--- config.mk ---
export PLATFORM = sky130hd
export DESIGN_NAME = popc_neg_offset
export DESIGN_NICKNAME = d
export VERILOG_FILES = /design/src/rtl/popc_pkg.sv /design/src/rtl/popc_fa.sv /design/src/rtl/popc_ha_inc.sv /design/src/rtl/popc_tree.sv /design/src/rtl/popc_neg_offset.sv
export SDC_FILE = /design/constraint.sdc
export NUM_CORES = 1
export LEC_CHECK = 0
export ABC_AREA = 1
export BUFFER_PORTS_ARGS = -buffer_cell sky130_fd_sc_hd__buf_2
export CORE_MARGIN = 4
export CORE_UTILIZATION = 44
export CTS_CLUSTER_SIZE = 14
export DETAILED_ROUTE_END_ITERATION = 8
export PLACE_DENSITY = 0.82
export SETUP_SLACK_MARGIN = 0.1
export SLEW_MARGIN = 15
export SYNTH_ARGS = -nofsm -noshare
export SYNTH_HDL_FRONTEND = slang
export SYNTH_HIERARCHICAL = 1
export SYNTH_SLANG_ARGS = --single-unit
--- constraint.sdc ---
create_clock -name clk -period 3.62 [get_ports clk]
set_input_delay 0.181 -clock clk [delete_from_list [all_inputs] [get_ports clk]]
set_output_delay 0.181 -clock clk [all_outputs]
set_load 0.02 [all_outputs]
--- src/rtl/popc_pkg.sv ---
`timescale 1ns/1ps
package popc_pkg;
    // Mask width is tied to the hand-built adder tree below.
    localparam int MASK_W = 16;
    // Count 0..16 needs five bits once negated.
    localparam int CNT_W  = 5;
    // Number of first-layer full adders consuming input triples.
    localparam int L1_N   = MASK_W / 3;
    // Number of weight columns closed by the increment half adders.
    localparam int COL_N  = CNT_W - 1;

    typedef enum logic {
        ST_QUIET = 1'b0,
        ST_DRIVE = 1'b1
    } drv_state_e;
endpackage

--- src/rtl/popc_fa.sv ---
`timescale 1ns/1ps
// Full adder built mux-style: the propagate term selects between paths.
module popc_fa (
    input  logic a_i,
    input  logic b_i,
    input  logic c_i,
    output logic s_o,
    output logic co_o
);
    logic prop;

    always_comb begin
        prop = a_i ^ b_i;
        s_o  = prop ? ~c_i : c_i;
        co_o = prop ? c_i  : a_i;
    end
endmodule

--- src/rtl/popc_ha_inc.sv ---
`timescale 1ns/1ps
// Half adder that adds an implicit one: a + b + 1.
module popc_ha_inc (
    input  logic a_i,
    input  logic b_i,
    output logic s_o,
    output logic co_o
);
    always_comb begin
        s_o  = ~(a_i ^ b_i);
        co_o = a_i | b_i;
    end
endmodule

--- src/rtl/popc_tree.sv ---
`timescale 1ns/1ps
// Reduces the mask to one bit per weight column (two at weight 1),
// then closes with increment half adders and inverts to get -count.
module popc_tree
    import popc_pkg::*;
(
    input  logic [MASK_W-1:0] mask_i,
    output logic [CNT_W-1:0]  neg_cnt_o
);
    logic [L1_N-1:0] l1_s;
    logic [L1_N-1:0] l1_c;

    // First layer: triples of mask bits.
    for (genvar g = 0; g < L1_N; g++) begin : g_l1
        popc_fa u_fa (
            .a_i (mask_i[3*g]),
            .b_i (mask_i[3*g+1]),
            .c_i (mask_i[3*g+2]),
            .s_o (l1_s[g]),
            .co_o(l1_c[g])
        );
    end

    logic w1_a, w1_b, w2_p, w2_q, w2_r, w2_s, w2_f;
    logic w4_p, w4_q, w4_r, w4_f, w8_f;

    // Weight-1 column: five sums plus the leftover top mask bit.
    popc_fa u_w1_a (.a_i(l1_s[0]), .b_i(l1_s[1]), .c_i(l1_s[2]),
                    .s_o(w1_a), .co_o(w2_p));
    popc_fa u_w1_b (.a_i(l1_s[3]), .b_i(l1_s[4]), .c_i(mask_i[MASK_W-1]),
                    .s_o(w1_b), .co_o(w2_q));
    // Weight-2 column: seven carries.
    popc_fa u_w2_a (.a_i(l1_c[0]), .b_i(l1_c[1]), .c_i(l1_c[2]),
                    .s_o(w2_r), .co_o(w4_p));
    popc_fa u_w2_b (.a_i(l1_c[3]), .b_i(l1_c[4]), .c_i(w2_p),
                    .s_o(w2_s), .co_o(w4_q));
    popc_fa u_w2_c (.a_i(w2_r), .b_i(w2_s), .c_i(w2_q),
                    .s_o(w2_f), .co_o(w4_r));
    // Weight-4 column: three carries of carries.
    popc_fa u_w4_a (.a_i(w4_p), .b_i(w4_q), .c_i(w4_r),
                    .s_o(w4_f), .co_o(w8_f));

    // Closing row: each column adds its tree bit, the ripple and one.
    logic [COL_N-1:0] col_bit;
    logic [COL_N-1:0] col_sum;
    logic [COL_N:0]   ripple;

    assign col_bit   = {w8_f, w4_f, w2_f, w1_a};
    assign ripple[0] = w1_b;

    for (genvar i = 0; i < COL_N; i++) begin : g_close
        popc_ha_inc u_ha (
            .a_i (col_bit[i]),
            .b_i (ripple[i]),
            .s_o (col_sum[i]),
            .co_o(ripple[i+1])
        );
    end

    // Row result is count + 15 = count - 1 (mod 16); the carry out is
    // the inverse of bit 4 of count - 1. Inverting gives -count.
    assign neg_cnt_o = {ripple[COL_N], ~col_sum};
endmodule

--- src/rtl/popc_neg_offset.sv ---
`timescale 1ns/1ps
module popc_neg_offset
    import popc_pkg::*;
#(
    parameter int BUS_W       = 32,
    parameter int SCALE_SHIFT = 2
) (
    input  logic              clk,
    input  logic              rst_n,
    input  logic [MASK_W-1:0] mask_i,
    input  logic              drive_en_i,
    output logic [BUS_W-1:0]  bus_o,
    output logic              bus_valid_o
);
    localparam int EXT_W = BUS_W - CNT_W - SCALE_SHIFT;
    localparam int TOP_B = SCALE_SHIFT + CNT_W - 1;

    logic [CNT_W-1:0] neg_cnt;
    logic [BUS_W-1:0] offset;
    drv_state_e       state_q, state_d;

    popc_tree u_tree (
        .mask_i   (mask_i),
        .neg_cnt_o(neg_cnt)
    );

    assign offset = {{EXT_W{neg_cnt[CNT_W-1]}}, neg_cnt, {SCALE_SHIFT{1'b0}}};

    always_comb begin
        state_d = state_q;
        unique case (state_q)
            ST_QUIET: if (drive_en_i)  state_d = ST_DRIVE;
            ST_DRIVE: if (!drive_en_i) state_d = ST_QUIET;
            default:  state_d = ST_QUIET;
        endcase
    end

    always_ff @(posedge clk) begin
        if (!rst_n) state_q <= ST_QUIET;
        else        state_q <= state_d;
    end

    always_comb begin
        unique case (state_q)
            ST_DRIVE: begin
                bus_o       = offset;
                bus_valid_o = 1'b1;
            end
            default: begin
                bus_o       = '0;
                bus_valid_o = 1'b0;
            end
        endcase
    end

    // the enable reaches valid through exactly one register.
    a_r2_valid_follows_en: assert property (@(posedge clk) disable iff (!rst_n)
        drive_en_i |=> bus_valid_o);
    a_r2_valid_drops: assert property (@(posedge clk) disable iff (!rst_n)
        !drive_en_i |=> !bus_valid_o);
    // quiet bus carries nothing.
    a_r3_zero_when_quiet: assert property (@(posedge clk) disable iff (!rst_n)
        !bus_valid_o |-> (bus_o == '0));
    // tree result against a direct bit count.
    a_r4_offset_value: assert property (@(posedge clk) disable iff (!rst_n)
        bus_valid_o |-> (bus_o == BUS_W'(-((1 << SCALE_SHIFT) * $countones(mask_i)))));
    // word alignment.
    a_r8_aligned: assert property (@(posedge clk) disable iff (!rst_n)
        bus_o[SCALE_SHIFT-1:0] == '0);
    // upper bits are a pure sign extension.
    a_r9_sign_ext: assert property (@(posedge clk) disable iff (!rst_n)
        (bus_o[BUS_W-1:TOP_B] == '0) || (bus_o[BUS_W-1:TOP_B] == '1));
endmodule

==> impl_metrics.yaml <==
sta:
  setup_tns_ns: 0
  holdWs_ns: 0.371
  setup_viol: 0
  min_period_ns: 2.94
  rsz0062_at_grt: "no"
  finalHoldViolCount: 0
  slew_viol_final: 0
  fmax_mhz: 340
  final.period_utilization_pct: 81.2
outcome:
  status: "completed"
synthesis:
  synth_top_cells_by_area: "nand2_1 (25%), inv_1 (24%), buf_4 (23%), a21boi_2 (14%), nand3_1 (6.0%)"
  netlist_area_sq_um: 913
  synth.most_common_cell: "nand2_1"
  synth_area_leader_cell: "nand2_1"
  ys_types: 8
  synth-seq-cells: 1
  syn_area_per_cell_sq_um: 5.19
  synth_edf_count: 0
  ys_warn_count: 6
  ys_top_cells_by_count: "nand2_1 (61), inv_1 (59), buf_4 (28)"
  yosys.area.top_type_share_pct: 25.1
  seq_area_frac_synth_pct: 2.19
  async_flop_share_pct: 0
  syn_inst: 176
  yosys_most_used_dff: "dfxtp_1"
worst_setup_path:
  path_max_fanout: 26
  arrival_ns: 2.76
  critPathKind: "input port to output port"
  critPathRequiredTime_ns: 3.44
  critPathLaunchType: "input port"
  end_kind: "output port"
power_and_ir_drop:
  p_switching_w: 0.000136
  power.density_mw_per_mm2: 231
  leakage_nw: 0.825
  p_clk_share_pct: 0
  p_seq_share_pct: 5.6
  ir_drop_v: 0.000111
  p_comb_share_pct: 94.4
  swShare_pct: 59.7
  p_int_w: 0.0000918
grt:
  grt_overflow: 0
  grt_pass1_wl_um: 2110
  antenna_found_initial: 0
  grt_start_max_net_pins: 27
  grt_util_all_layers_pct: 8.98
  grt_pass1_vias: 595
cells_and_area:
  regMostFlops: "state_q"
  drive_gt1_share_pct: 30.3
  nets: 223
  final_cell_count_no_fill: 225
  largestRegisters: "state_q: 1 flops"
  largest_register_ff_count: 1
  area.growth.synth_to_final_pct: 7.95
  diodes: 0
clock_tree:
  cts.clk_slew.worst_paths_ns: 0
  holdBufCountCts: 0
  post-cts-setup-buffers: 0
  cts_resized: 0
flow_run:
  maxCapViolCount: 0
floorplanning:
  dieArea_sq_mm: 0.00287
  coreArea_sq_mm: 0.00196
  die_h_um: 53.6
  num_io_pins: 52
  die_x_um: 53.6
  row_count: 16
  start_util_pct: 46.6
detailed_routing:
  drt_pre_antenna_iters: 4
  dr.first_iter.drc_count: 10
  avgViaCountPerCell: 3.80
  routed_wl_um: 1350
  route.detailed.drc: 0
  ant_nets: 0
  wl_per_cell_um: 6.00
  via_count: 854
placed_design:
  place_hpwl_um: 1290
  placed_cells: 225
  gp_congestion: 0.738
  port_buffers: 49
worst_hold_path:
  hold_path_class: "input port to register"
==> metrics by stage <==
stage	setup slack [ns]	total power [W]	instance area, sq um	util, %
2_1_floorplan	0.685	0.000212	917	-
3_3_place_gp	0.737	0.000227	986	50.3
3_5_place_dp	0.644	0.000232	986	50.3
4_1_cts	0.639	0.000232	986	50.3
5_1_grt	0.266	0.000264	986	50.3
6_report	0.681	0.000228	986	50.3
==> area by class of cell <==
cell class	instances	area, sq um
sequential	1	20.0
fill	224	976
inverter	59	221
tap	27	33.8
multi-input combinational	89	465
timing repair buffer	49	245
==> path summary, 6_finish.rpt <==
| path | start | to | slack [ns] | cells after the start |
|---|---|---|---|---|
| hold / removal | drive_en_i | state_q$_SDFF_PN0_ | 0.37 | 3 |
| setup / recovery | mask_i[0] | bus_o[11] | 0.68 | 27 |
==> power groups by stage <==
stage	Combinational, W	Clock, W	Sequential, W
6_report	0.000215	0	0.0000126
5_1_grt	0.000251	0	0.0000129
4_1_cts	0.000219	0	0.0000127
3_5_place_dp	0.000219	0	0.0000127
3_3_place_gp	0.000214	0	0.0000127
2_1_floorplan	0.000199	0	0.0000133
==> placed cells by master, fill, tap and decap left out <==
cell and instances:
ha_1 4, dfxtp_1 1, inv_1 59, conb_1 2, nand2_1 61, a21boi_2 11
nand3_1 11, buf_2 49
==> kinds of logic after synthesis <==
family          synth area share (%)
compound gates                  13.6
fa+ha+maj                       5.48
buf+inv                         47.3
flops                           2.19
other cells                    0.411
simple gates                    31.1
==> critical path, cell delays in order <==
cell	delay (ns)
buf_2	0.10
nand2_1	0.11
nand2_1	0.06
nand2_1	0.06
nand2_1	0.06
inv_1	0.05
nand2_1	0.07
a21boi_2	0.16
inv_1	0.08
nand3_1	0.08
nand2_1	0.08
nand2_1	0.09
nand2_1	0.08
nand2_1	0.04
nand2_1	0.05
inv_1	0.04
ha_1	0.18
inv_1	0.05
inv_1	0.04
ha_1	0.17
inv_1	0.05
inv_1	0.03
ha_1	0.16
inv_1	0.05
nand2_1	0.04
inv_1	0.35
buf_2	0.26
==> routing by layer <==
metal  GRT usage [%]  share of wire, %  up-vias
met4            1.70                 0        0
met5               0                 0        -
met1            12.7                44      325
met2            15.1                49       19
li1                -                 -      510
met3           0.277               7.0        0
(Power assumes the default switching activity.)
